## config.mk

```make
export PLATFORM = sky130hd
export DESIGN_NAME = tick_timer_bank
export DESIGN_NICKNAME = d
export VERILOG_FILES = /design/src/rtl/ttb_pkg.sv /design/src/rtl/ttb_channel.sv /design/src/rtl/ttb_freerun.sv /design/src/rtl/tick_timer_bank.sv
export SDC_FILE = /design/constraint.sdc
export NUM_CORES = 1
export LEC_CHECK = 0
export BUFFER_PORTS_ARGS = -buffer_cell sky130_fd_sc_hd__buf_4
export CAP_MARGIN = 10
export CORE_ASPECT_RATIO = 1.2
export CORE_UTILIZATION = 55
export DETAILED_ROUTE_END_ITERATION = 12
export GPL_ROUTABILITY_DRIVEN = 0
export PLACE_DENSITY = 0.81
export SLEW_MARGIN = 0
export SYNTH_ARGS = -nofsm -noshare
export SYNTH_HDL_FRONTEND = slang
export SYNTH_SLANG_ARGS = --single-unit
```

## constraint.sdc

```tcl
create_clock -name clk -period 3.98 [get_ports clk]
set_input_delay 0.995 -clock clk [delete_from_list [all_inputs] [get_ports clk]]
set_output_delay 0.995 -clock clk [all_outputs]
set_load 0.005 [all_outputs]
```

## src/rtl/ttb_pkg.sv

```systemverilog
package ttb_pkg;

    localparam int NUM_CH        = 3;
    localparam int CTRL_EN_BIT   = 7;
    localparam int CTRL_MODE_BIT = 6;
    localparam int CTRL_CLK_BIT  = 3;

    typedef enum logic [1:0] {
        SUB_RELOAD = 2'd0,
        SUB_COUNT  = 2'd1,
        SUB_CTRL   = 2'd2,
        SUB_CLEAR  = 2'd3
    } sub_t;

    typedef struct packed {
        logic en;
        logic periodic;
        logic fast_sel;
    } ctrl_t;

    function automatic logic [3:0] chan_page(input int idx);
        case (idx)
            0:       chan_page = 4'h0;
            1:       chan_page = 4'h2;
            default: chan_page = 4'h8;
        endcase
    endfunction

endpackage

```

## src/rtl/ttb_channel.sv

```systemverilog
module ttb_channel
    import ttb_pkg::*;
#(
    parameter int CNT_W  = 16,
    parameter int DATA_W = 32
) (
    input  logic              clk,
    input  logic              rst_n,
    input  logic              sel,
    input  sub_t              sub,
    input  logic              wr,
    input  logic [CNT_W-1:0]  wdata,
    input  logic              fast_tick,
    input  logic              slow_tick,
    output logic [DATA_W-1:0] rdata,
    output logic              irq
);

    typedef struct packed {
        logic [CNT_W-1:0] reload;
        logic [CNT_W-1:0] count;
        ctrl_t            ctrl;
        logic             flag;
    } state_t;

    state_t st_q, st_d;
    logic   ld_wr, ctl_wr, clr_wr, tick, underflow;

    always_comb begin
        st_d      = st_q;
        ld_wr     = sel && wr && (sub == SUB_RELOAD);
        ctl_wr    = sel && wr && (sub == SUB_CTRL);
        clr_wr    = sel && wr && (sub == SUB_CLEAR);
        tick      = st_q.ctrl.en && (st_q.ctrl.fast_sel ? fast_tick : slow_tick);
        underflow = tick && (st_q.count == '0);
        if (ld_wr) begin
            st_d.reload = wdata;
            st_d.count  = wdata;
        end else if (tick) begin
            if (underflow)
                st_d.count = st_q.ctrl.periodic ? st_q.reload : '1;
            else
                st_d.count = st_q.count - 1'b1;
        end
        if (ctl_wr) begin
            st_d.ctrl.en       = wdata[CTRL_EN_BIT];
            st_d.ctrl.periodic = wdata[CTRL_MODE_BIT];
            st_d.ctrl.fast_sel = wdata[CTRL_CLK_BIT];
        end
        if (clr_wr)
            st_d.flag = 1'b0;
        if (underflow)
            st_d.flag = 1'b1;
    end

    always_ff @(posedge clk or negedge rst_n) begin
        if (!rst_n) st_q <= '0;
        else        st_q <= st_d;
    end

    always_comb begin
        rdata = '0;
        case (sub)
            SUB_RELOAD: rdata[CNT_W-1:0] = st_q.reload;
            SUB_COUNT:  rdata[CNT_W-1:0] = st_q.count;
            SUB_CTRL: begin
                rdata[CTRL_EN_BIT]   = st_q.ctrl.en;
                rdata[CTRL_MODE_BIT] = st_q.ctrl.periodic;
                rdata[CTRL_CLK_BIT]  = st_q.ctrl.fast_sel;
            end
            default:    rdata = '0;
        endcase
    end

    assign irq = st_q.flag;

    AST_PERIODIC_RELOAD: assert property (@(posedge clk) disable iff (!rst_n)
        (underflow && st_q.ctrl.periodic && !ld_wr) |=> (st_q.count == $past(st_q.reload)));
    AST_UNDERFLOW_FLAG: assert property (@(posedge clk) disable iff (!rst_n)
        underflow |=> st_q.flag);
    AST_CLEAR_DROPS: assert property (@(posedge clk) disable iff (!rst_n)
        (clr_wr && !underflow) |=> !st_q.flag);
    AST_FREE_WRAP: assert property (@(posedge clk) disable iff (!rst_n)
        (underflow && !st_q.ctrl.periodic && !ld_wr) |=> (st_q.count == '1));
    AST_DISABLED_HOLD: assert property (@(posedge clk) disable iff (!rst_n)
        (!st_q.ctrl.en && !ld_wr) |=> $stable(st_q.count));

endmodule

```

## src/rtl/ttb_freerun.sv

```systemverilog
module ttb_freerun #(
    parameter int CNT_W  = 40,
    parameter int DATA_W = 32
) (
    input  logic              clk,
    input  logic              rst_n,
    input  logic              sel_lo,
    input  logic              sel_hi,
    input  logic              wr,
    input  logic              en_bit,
    input  logic              tick,
    output logic [DATA_W-1:0] rdata
);

    localparam int HI_W = CNT_W - DATA_W;

    typedef struct packed {
        logic             en;
        logic [CNT_W-1:0] cnt;
    } fr_state_t;

    fr_state_t fr_q, fr_d;

    always_comb begin
        fr_d = fr_q;
        if (sel_hi && wr)
            fr_d.en = en_bit;
        if (!fr_q.en)
            fr_d.cnt = '0;
        else if (tick)
            fr_d.cnt = fr_q.cnt + 1'b1;
    end

    always_ff @(posedge clk or negedge rst_n) begin
        if (!rst_n) fr_q <= '0;
        else        fr_q <= fr_d;
    end

    always_comb begin
        rdata = '0;
        if (sel_lo) begin
            rdata = fr_q.cnt[DATA_W-1:0];
        end else if (sel_hi) begin
            rdata[HI_W-1:0] = fr_q.cnt[CNT_W-1:DATA_W];
            rdata[HI_W]     = fr_q.en;
        end
    end

    AST_WIDE_CLEARED: assert property (@(posedge clk) disable iff (!rst_n)
        !fr_q.en |=> (fr_q.cnt == '0));
    AST_WIDE_STEP: assert property (@(posedge clk) disable iff (!rst_n)
        (fr_q.en && tick) |=> (fr_q.cnt == $past(fr_q.cnt) + 1'b1));

endmodule

```

## src/rtl/tick_timer_bank.sv

```systemverilog
module tick_timer_bank
    import ttb_pkg::*;
#(
    parameter int NARROW_W = 16,
    parameter int WIDE_W   = 32,
    parameter int FREE_W   = 40,
    parameter int ADDR_W   = 8,
    parameter int DATA_W   = 32
) (
    input  logic              clk,
    input  logic              rst_n,
    input  logic              fast_tick,
    input  logic              slow_tick,
    input  logic              wide_tick,
    input  logic [ADDR_W-1:0] bus_addr,
    input  logic              bus_wr,
    input  logic [DATA_W-1:0] bus_wdata,
    output logic [DATA_W-1:0] bus_rdata,
    output logic [NUM_CH-1:0] irq
);

    localparam logic [ADDR_W-3:0] FREE_LO_WORD = (ADDR_W-2)'(8'h60 >> 2);
    localparam logic [ADDR_W-3:0] FREE_HI_WORD = (ADDR_W-2)'(8'h64 >> 2);

    logic              aligned;
    logic [NUM_CH-1:0] ch_hit;
    logic [DATA_W-1:0] ch_rdata [NUM_CH];
    logic [DATA_W-1:0] fr_rdata;
    logic              fr_lo, fr_hi;
    sub_t              sub;

    assign aligned = (bus_addr[1:0] == 2'b00);
    assign sub     = sub_t'(bus_addr[3:2]);
    assign fr_lo   = aligned && (bus_addr[ADDR_W-1:2] == FREE_LO_WORD);
    assign fr_hi   = aligned && (bus_addr[ADDR_W-1:2] == FREE_HI_WORD);

    for (genvar i = 0; i < NUM_CH; i++) begin : g_ch
        localparam int W = (i == NUM_CH - 1) ? WIDE_W : NARROW_W;
        assign ch_hit[i] = aligned && (bus_addr[ADDR_W-1:4] == chan_page(i));
        ttb_channel #(.CNT_W(W), .DATA_W(DATA_W)) u_ch (
            .clk       (clk),
            .rst_n     (rst_n),
            .sel       (ch_hit[i]),
            .sub       (sub),
            .wr        (bus_wr),
            .wdata     (bus_wdata[W-1:0]),
            .fast_tick (fast_tick),
            .slow_tick (slow_tick),
            .rdata     (ch_rdata[i]),
            .irq       (irq[i])
        );
    end

    ttb_freerun #(.CNT_W(FREE_W), .DATA_W(DATA_W)) u_free (
        .clk    (clk),
        .rst_n  (rst_n),
        .sel_lo (fr_lo),
        .sel_hi (fr_hi),
        .wr     (bus_wr),
        .en_bit (bus_wdata[FREE_W-DATA_W]),
        .tick   (wide_tick),
        .rdata  (fr_rdata)
    );

    always_comb begin
        bus_rdata = fr_rdata;
        for (int i = 0; i < NUM_CH; i++)
            if (ch_hit[i]) bus_rdata = bus_rdata | ch_rdata[i];
    end

    AST_SINGLE_TARGET: assert property (@(posedge clk) disable iff (!rst_n)
        $onehot0({ch_hit, fr_lo, fr_hi}));

endmodule

```

==> Word level (Yosys, flattened, before mapping) <==
Cells that the tools add are included.
{ "word_totals": {"out_inout_bits": 35, "ff_bits": 181, "elab_cells": 115, "in_bits": 46} }
{ "op_classes": {"bitwise": 3, "reduce_logical": 36, "muxes": 44, "n_addsub": 4, "n_eq_ne": 8} }
{ "op_table": {"columns": ["cell", "n"], "rows": [
  ["32-bit two-way mux", 7],
  ["16-bit two-way mux", 8],
  ["40-bit two-way mux", 2],
  ["32-bit by 16-bit OR with 32-bit output", 2],
  ["24-bit case mux with 2 select lines", 1],
  ["40-bit by 1-bit adder with 40-bit output (second input constant)", 1],
  ["16-bit logical NOT", 2],
  ["32-bit logical NOT", 1],
  ["32-bit OR", 1],
  ["8-bit case mux with 2 select lines", 2],
  ["16-bit by 1-bit subtractor with 16-bit output (second input constant)", 2],
  ["32-bit by 1-bit subtractor with 32-bit output (second input constant)", 1],
  ["1-bit logical AND", 24],
  ["23-bit two-way mux", 1],
  ["9-bit two-way mux", 2],
  ["2-bit case mux with 3 select lines", 3],
  ["3-bit case mux with 2 select lines", 3],
  ["6-bit by 5-bit equality test with 1-bit output (second input constant)", 2],
  ["2-bit case mux with 2 select lines", 3],
  ["2-bit nonzero test", 6],
  ["1-bit two-way mux", 9],
  ["1-bit case mux with 3 select lines", 3],
  ["2-bit equality test (second input constant)", 2],
  ["4-bit by 2-bit equality test with 1-bit output (second input constant)", 1],
  ["other kinds (5)", 6]
]} }

==> Depth between registers and ports, before layout <==
Gate-level depths: netlist of the first run.
{ "depth": {"depth_word": 10, "ltp_mapped": 11} }

==> By module <==
From an unflattened synthesis of the first run, not the netlist that was laid out.
{ "hier_totals": {"cells_unflattened": 1434, "hier_area_um2": 12439.4} }
{ "modules_own_cells": {"columns": ["module", "seq_area_each_um2", "instances", "cells_per_inst", "area_per_inst_um2"], "rows": [
  ["ttb_channel at g_ch[0].u_ch ...", 900.9, 2, 285, 2474.9],
  ["ttb_channel at g_ch[2].u_ch", 1701.6, 1, 486, 4078.9],
  ["ttb_freerun", 1026.0, 1, 294, 2583.7],
  ["tick_timer_bank", 0.0, 1, 84, 827.0]
]} }

==> Least setup slack after synthesis of the first run <==
OpenSTA, ideal clock, no wires.
{ "synth_path": {"path_type": "input port to output port", "startpoint": "in bus_addr[1]", "endpoint": "out bus_rdata[11]", "stages": 7, "required_ns": 2.985, "setup_slack_ns": 0.202, "t_arrival_ns": 2.783, "cell_sequence": "or4_1 -> clkbuf_1 -> nor3_1 -> clkbuf_1 -> a221oi_1 -> a221oi_1 -> a211o_1"} }
{ "synth_between": {"elab_chain_len": 9, "elab_cells_between_ends": 12} }
{ "synth_rtl": {"columns": ["element", "line_no", "source"], "rows": [
  ["from (decl)", "tick_timer_bank.sv:15", "input logic [ADDR_W-1:0] bus_addr,"],
  ["2-bit logical NOT (*)", "tick_timer_bank.sv:32", "assign aligned = (bus_addr[1:0] == 2'b00);"],
  ["1-bit logical AND", "tick_timer_bank.sv:34", "assign fr_lo = aligned && (bus_addr[ADDR_W-1:2] == FREE_LO_WORD);"],
  ["23-bit two-way mux", "ttb_freerun.sv:41", "if (sel_lo) begin"],
  ["32-bit by 16-bit OR with 32-bit output", "tick_timer_bank.sv:68", "if (ch_hit[i]) bus_rdata = bus_rdata | ch_rdata[i];"],
  ["32-bit two-way mux", "tick_timer_bank.sv:68", null],
  ["32-bit by 16-bit OR with 32-bit output", "tick_timer_bank.sv:68", null],
  ["32-bit two-way mux", "tick_timer_bank.sv:68", null],
  ["32-bit OR", "tick_timer_bank.sv:68", null],
  ["32-bit two-way mux (*)", "tick_timer_bank.sv:68", null],
  ["to (decl)", "tick_timer_bank.sv:18", "output logic [DATA_W-1:0] bus_rdata,"]
]} }
Mark *: on every way between the ends. The rest lies on a longest branch, timed or not.

==> Worst setup path after layout of the first run <==
{ "layout_path": {"startpoint": "in bus_addr[1]", "endpoint": "out bus_rdata[2]"} }
{ "layout_between": {"elab_chain_len": 10, "elab_cells_between_ends": 14} }
{ "layout_rtl": {"columns": ["element", "line_no", "source"], "rows": [
  ["2-bit logical NOT (*)", "tick_timer_bank.sv:32", null],
  ["1-bit logical AND", "tick_timer_bank.sv:35", "assign fr_hi = aligned && (bus_addr[ADDR_W-1:2] == FREE_HI_WORD);"],
  ["9-bit two-way mux", "ttb_freerun.sv:43", "end else if (sel_hi) begin"],
  ["9-bit two-way mux", "ttb_freerun.sv:41", null],
  ["32-bit by 16-bit OR with 32-bit output", "tick_timer_bank.sv:68", null],
  ["32-bit two-way mux", "tick_timer_bank.sv:68", null],
  ["32-bit by 16-bit OR with 32-bit output", "tick_timer_bank.sv:68", null],
  ["32-bit two-way mux", "tick_timer_bank.sv:68", null],
  ["32-bit OR", "tick_timer_bank.sv:68", null],
  ["32-bit two-way mux (*)", "tick_timer_bank.sv:68", null]
]} }
Marks and branches as above.

==> results of run 1 <==
worst max-delay path, delay by kind of cell:
| family | cells | cell delay, ns |
|---|---|---|
| and+or+nand+nor | 2 | 0.73 |
| AOI/OAI and AO/OA | 3 | 0.42 |
| buffers and inverters | 5 | 0.72 |
cell families after synthesis:
family | count (synthesis) | synth area share [%]
AO/OA/AOI/OAI | 252 | 16.3
adder cells (fa/ha/maj) | 6 | 0.695
flip-flops | 181 | 41.9
AND/OR/NAND/NOR | 632 | 28.1
buffers and inverters | 108 | 4.09
XOR/XNOR | 79 | 6.41
multiplexers | 24 | 2.38
what timing repair did:
action,CTS,global route
setup endpoints to repair,9,3
gates resized for setup,2,2
hold buffers,0,0
where the power goes:
| group | leakage (nW) | switching, mW | total (mW) | internal, mW |
|---|---|---|---|---|
| clock network | 0.275 | 0.733 | 1.69 | 0.957 |
| logic | 2.91 | 1.10 | 1.89 | 0.797 |
| registers | 2.43 | 0.467 | 2.57 | 2.11 |
| total | 5.61 | 2.30 | 6.16 | 3.86 |
cells in the final DEF (no fill, tap or decap), types with 10 or more instances in the layout:
master     count
nand2_1      311
dfrtp_1      181
buf_4        121
o21ai_0       73
nor2_1        65
nand3_1       55
xnor2_1       54
a22oi_1       42
and2_1        41
nand4_1       25
o211ai_1      25
xor2_1        25
inv_1         23
nor4_1        23
nor3_1        22
clkbuf_16     17
a21oi_1       16
a221o_1       14
and3_1        13
mux2_2        13
a221oi_1      11
mux2i_1       11
a211o_1       10
nand3b_1      10
o311ai_0      10
sequential cells by signal (all words and copies together) (netlist names):
name	flops
g_ch.u_ch.st_q	137
u_free.fr_q	41
g_ch.u_ch.irq	3
layer usage:
layer  vias to the layer above  share of wire [%]  GRT usage (%)
met5                         -                  0              0
met4                         0                7.6           25.3
met3                       142                8.3           6.53
met2                       591                 46           56.0
met1                      4965                 38           43.7
li1                       4682                  -              -
stage by stage:
step                      hold WS [ns]  utilization [%]  setup TNS, ns  total power, mW  instances
after floorplan                  0.458                -              0             3.86       1282
after global placement           0.480             61.7              0             4.38       1579
after detailed placement         0.488             61.7         -0.252             4.43       1579
after CTS                        0.506             64.8              0             6.13       1610
after global routing             0.532             64.9              0             6.51       1610
final                            0.502             64.9              0             6.16       1610
worst max path at each step:
stage                      startpoint       endpoint  depth (start not counted)
after CTS                 bus_addr[1]   bus_rdata[4]                          9
after global routing      bus_addr[1]  bus_rdata[10]                          9
after detailed placement  bus_addr[1]  bus_rdata[17]                          6
after global placement    bus_addr[1]  bus_rdata[31]                          6
final                     bus_addr[1]   bus_rdata[2]                         10
after floorplan           bus_addr[1]  bus_rdata[11]                          7
area by class of cell:
cell class                      count  area, um2
Clock buffer                       20        457
Clock inverter                     11        126
Fill cell                        1590       6700
Inverter                           23       86.3
Multi-Input combinational cell    993       5850
Sequential cell                   181       4530
Tap cell                          256        320
Timing Repair Buffer              126        991
cells in the mapped netlist, drive strengths merged (8+ instances only):
library cell,number
o21ai,73
and3,13
a211o,10
o211ai,25
a221oi,11
inv,23
nor2,68
nand3,57
clkbuf,72
nor4,23
o221ai,8
mux2,13
a21oi,16
xnor2,54
o311ai,10
dfrtp,181
or4,11
nand4,25
mux2i,11
nand3b,10
a22oi,42
nor3b,9
nor3,24
buf,13
a221o,14
nand2,311
a311oi,8
and2,42
nor2b,8
xor2,25
==> reports/metrics.yaml, run 1 <==
routing:
  vias: 10400
  viasPerCell: 6.45
  routed_wl_um: 34200
  wire_per_inst_um: 21.2
  first_iter_violations: 1039
  drtPass1Iterations: 6
  drc: 0
  postRouteAntennaNets: 0
die:
  start_util_pct: 56.6
  dieArea_mm2: 0.0202
  die_w_um: 130
  ios: 81
  fp.dieH_um: 155
  num_rows: 55
  core_area_mm2: 0.0191
global_routing:
  antenna_found_initial: 0
  grt-ovfl-total: 0
  grt_pass1_wl_um: 54200
  grt_max_degree: 73
  grtUsageTotal_pct: 35.5
  first_global_vias: 9795
logic_synthesis:
  yosysTopAreaCell: "dfrtp_1"
  netlist.area_leader.share_pct: 41.9
  synthCells: 1282
  synth-seq-area-share_pct: 41.9
  syn_area_per_cell_um2: 8.42
  ys.flop_type: "dfrtp_1"
  ys_ff_latch: 181
  syn-num-nets: 1334
  yosysWarnings: 0
  synth_area_mm2: 0.0108
  synth_edf_count: 0
  ys_types: 68
  synthArstFlopShare_pct: 100
  ys_top_cells_by_area: "dfrtp_1 42%, nand2_1 11%, xnor2_1 4.4%"
worst_setup_path:
  cpMostUsedCell: "buf_4"
  start_kind: "input port"
  reg2reg_depth: 6
  critPathKind: "input port to output pin"
  slowest_delay_ns: 0.58
  crit_path_top_delay_cell: "or4_4"
  crit_fanout: 14
  path_cells: "buf_4 > or4_4 > nor3_2 > buf_6 > buf_12 > a22oi_1 > o22ai_1 > buf_4 > a211o_1 > buf_4"
  cp.arrival_ns: 2.89
  required_ns: 2.98
  rr_endpoint: "g_ch[2].u_ch.st_q[5]"
  end_kind: "output pin"
  r2r-start: "g_ch[2].u_ch.st_q[14]"
  rrSetupSlack_ns: 0.92
finish:
  syn_to_final_growth_pct: 14.5
  nets: 1394
  drive_gt1_share_pct: 14.3
  antenna_cells: 0
  post-route-cell-area_mm2: 0.0124
power:
  peakVddDrop_mv: 0.312
  power_density_mw_per_mm2: 498
  power_leakage_nw: 5.61
place:
  dp_hpwl_um: 24700
  port_buffers: 80
  placed_area_mm2: 0.0118
  dp_slack_ns: -0.0553
timing:
  hold_viol: 0
  slew_headroom_pct: 27.6
  slew_violations: 0
  setup_viol: 0
  fin_crit_sh_pct: 97.5
  worst_slack_ns: 0.0977
  max_freq_mhz: 258
  rsz0062_at_grt: "false"
  worst_slew_pin_slew_ns: 1.08
  min_period_ns: 3.88
  finClkSkew_ns: 0.00851
cts:
  root_buffer: "clkbuf_16"
  clock-sinks: 181
  clockBufferDepth: 2
  cts_setup_buffers: 0
  cts_tree: "built"
  cts_buffers: 17
  h-tree-depth: 4
  clk_pin_slew_worst_paths_ns: 0.06
  clock_latency_ns: 0.44
worst_hold_path:
  hold_path_end: "g_ch[1].u_ch.irq"
  min_path_type: "flip-flop to flip-flop"
  min-delay-start: "g_ch[1].u_ch.irq"
  min_path_cells: 2
run_status:
  status: "completed"
job:
  max_cap_viol_count: 0
(Power assumes the default switching activity.)
==> run 2, diff against run 1 <==
- CTS_BUF_LIST: unset -> sky130_fd_sc_hd__clkbuf_16
==> reports/metrics.yaml, run 2 (synthesis results as in run 1) <==
worst_setup_path:
  end_kind: "output pin"
  cp.arrival_ns: 2.88
  start_kind: "input port"
  required_ns: 2.98
  critPathKind: "input port to output pin"
  crit_fanout: 14
timing:
  worst_slew_pin_slew_ns: 1.08
  slew_headroom_pct: 27.1
  setup_viol: 0
  holdWs_ns: 0.503
  finClkSkew_ns: 0.00842
  min_period_ns: 3.87
  fin_crit_sh_pct: 97.3
  hold_viol: 0
  max_freq_mhz: 258
  slew_violations: 0
  rsz0062_at_grt: "false"
finish:
  nets: 1394
  syn_to_final_growth_pct: 14.3
  antenna_cells: 0
  mostFrequentLayoutCell: "nand2_1"
  largest_register: "g_ch.u_ch.st_q"
  mostFrequentLayoutCells: "311 x nand2_1, 181 x dfrtp_1, 121 x buf_4"
  largest_reg_flops: 137
  drive_gt1_share_pct: 14.1
power:
  peakVddDrop_mv: 0.311
  power_mw: 6.12
  p_clk_share_pct: 27.0
  p_seq_share_pct: 42.0
  power_density_mw_per_mm2: 496
  p_comb_share_pct: 31.0
  swShare_pct: 37.6
  power_leakage_nw: 5.61
  intPower_mw: 3.82
  switchingPower_mw: 2.30
routing:
  drtPass1Iterations: 6
  routed_wl_um: 34200
  viasPerCell: 6.40
  first_iter_violations: 1068
  drc: 0
  vias: 10300
  postRouteAntennaNets: 0
  wire_per_inst_um: 21.2
cts:
  clock-sinks: 181
  cts_setup_buffers: 0
  clk_pin_slew_worst_paths_ns: 0.06
  cts_buffers: 17
  h-tree-depth: 4
  root_buffer: "clkbuf_16"
  clock_latency_ns: 0.44
  clockBufferDepth: 2
  cts_tree: "built"
die:
  start_util_pct: 56.6
  die_w_um: 130
  core_area_mm2: 0.0191
  num_rows: 55
  ios: 81
  dieArea_mm2: 0.0202
  fp.dieH_um: 155
global_routing:
  grt_pass1_wl_um: 54200
  grt-ovfl-total: 0
  antenna_found_initial: 0
  first_global_vias: 9787
  grtUsageTotal_pct: 35.5
  grt_max_degree: 73
place:
  port_buffers: 80
  dp_hpwl_um: 24700
run_status:
  status: "completed"
job:
  max_cap_viol_count: 0
worst_hold_path:
  min_path_type: "flip-flop to flip-flop"
-- run 2: layout make-up --
class                           instances  area, um2
Clock inverter                         14        138
Inverter                               23       86.3
Multi-Input combinational cell        993       5850
Tap cell                              256        320
Timing Repair Buffer                  126        991
Clock buffer                           17        425
Fill cell                            1594       6720
Sequential cell                       181       4530
-- run 2: layer usage --
| layer | global-route usage, % | share of wire (%) | vias to the layer above |
|---|---|---|---|
| met5 | 0 | 0 | - |
| met4 | 25.2 | 7.7 | 0 |
| met3 | 6.57 | 8.1 | 138 |
| met2 | 56.0 | 46 | 529 |
| met1 | 43.5 | 38 | 4955 |
| li1 | - | - | 4684 |
-- run 2: worst max-delay path: stages --
cell     delay, ns
buf_4         0.11
or4_4         0.58
nor3_2        0.15
buf_6         0.19
buf_12        0.14
a22oi_1       0.07
o22ai_1       0.23
buf_4         0.16
a211o_1       0.13
buf_4         0.12
-- run 2: stage by stage --
step	std cells	TNS, ns	cell area [um2]	util (%)	setup WS (ns)
after floorplan	1282	0	10800	-	0.202
after global placement	1579	0	11800	61.7	0.0351
after global routing	1610	0	12300	64.7	0.0146
after detailed placement	1579	-0.252	11800	61.7	-0.0553
after CTS	1610	0	12300	64.7	0.113
final	1610	0	12300	64.7	0.107
-- run 2: power groups by stage --
stage / sequential [mW] / combinational, mW / clock (mW)
after CTS: 2.55 / 1.87 / 1.66
after global placement: 2.58 / 1.80 / 0
after detailed placement: 2.59 / 1.84 / 0
after floorplan: 2.39 / 1.47 / 0
final: 2.57 / 1.89 / 1.65
after global routing: 2.61 / 2.11 / 1.74
-- run 2: repair_timing --
item	CTS	global route
gates resized for setup	2	2
hold endpoints to repair	0	0
hold buffers	0	0
endpoints found under the setup margin	9	3
-- run 2: path summary, 6_finish.rpt --
path | slack, ns | start | cells after the start | to
max in group asynchronous | 2.60 | rst_n | 2 | g_ch[1].u_ch.st_q[35]
worst min register to register | 0.50 | g_ch[1].u_ch.irq | 2 | g_ch[1].u_ch.irq
worst min-delay path | 0.50 | g_ch[1].u_ch.irq | 2 | g_ch[1].u_ch.irq
worst max register to register | 0.94 | g_ch[2].u_ch.st_q[14] | 6 | g_ch[2].u_ch.st_q[7]
worst max-delay path | 0.11 | bus_addr[1] | 10 | bus_rdata[2]
min in group asynchronous | 0.57 | rst_n | 1 | u_free.fr_q[25]
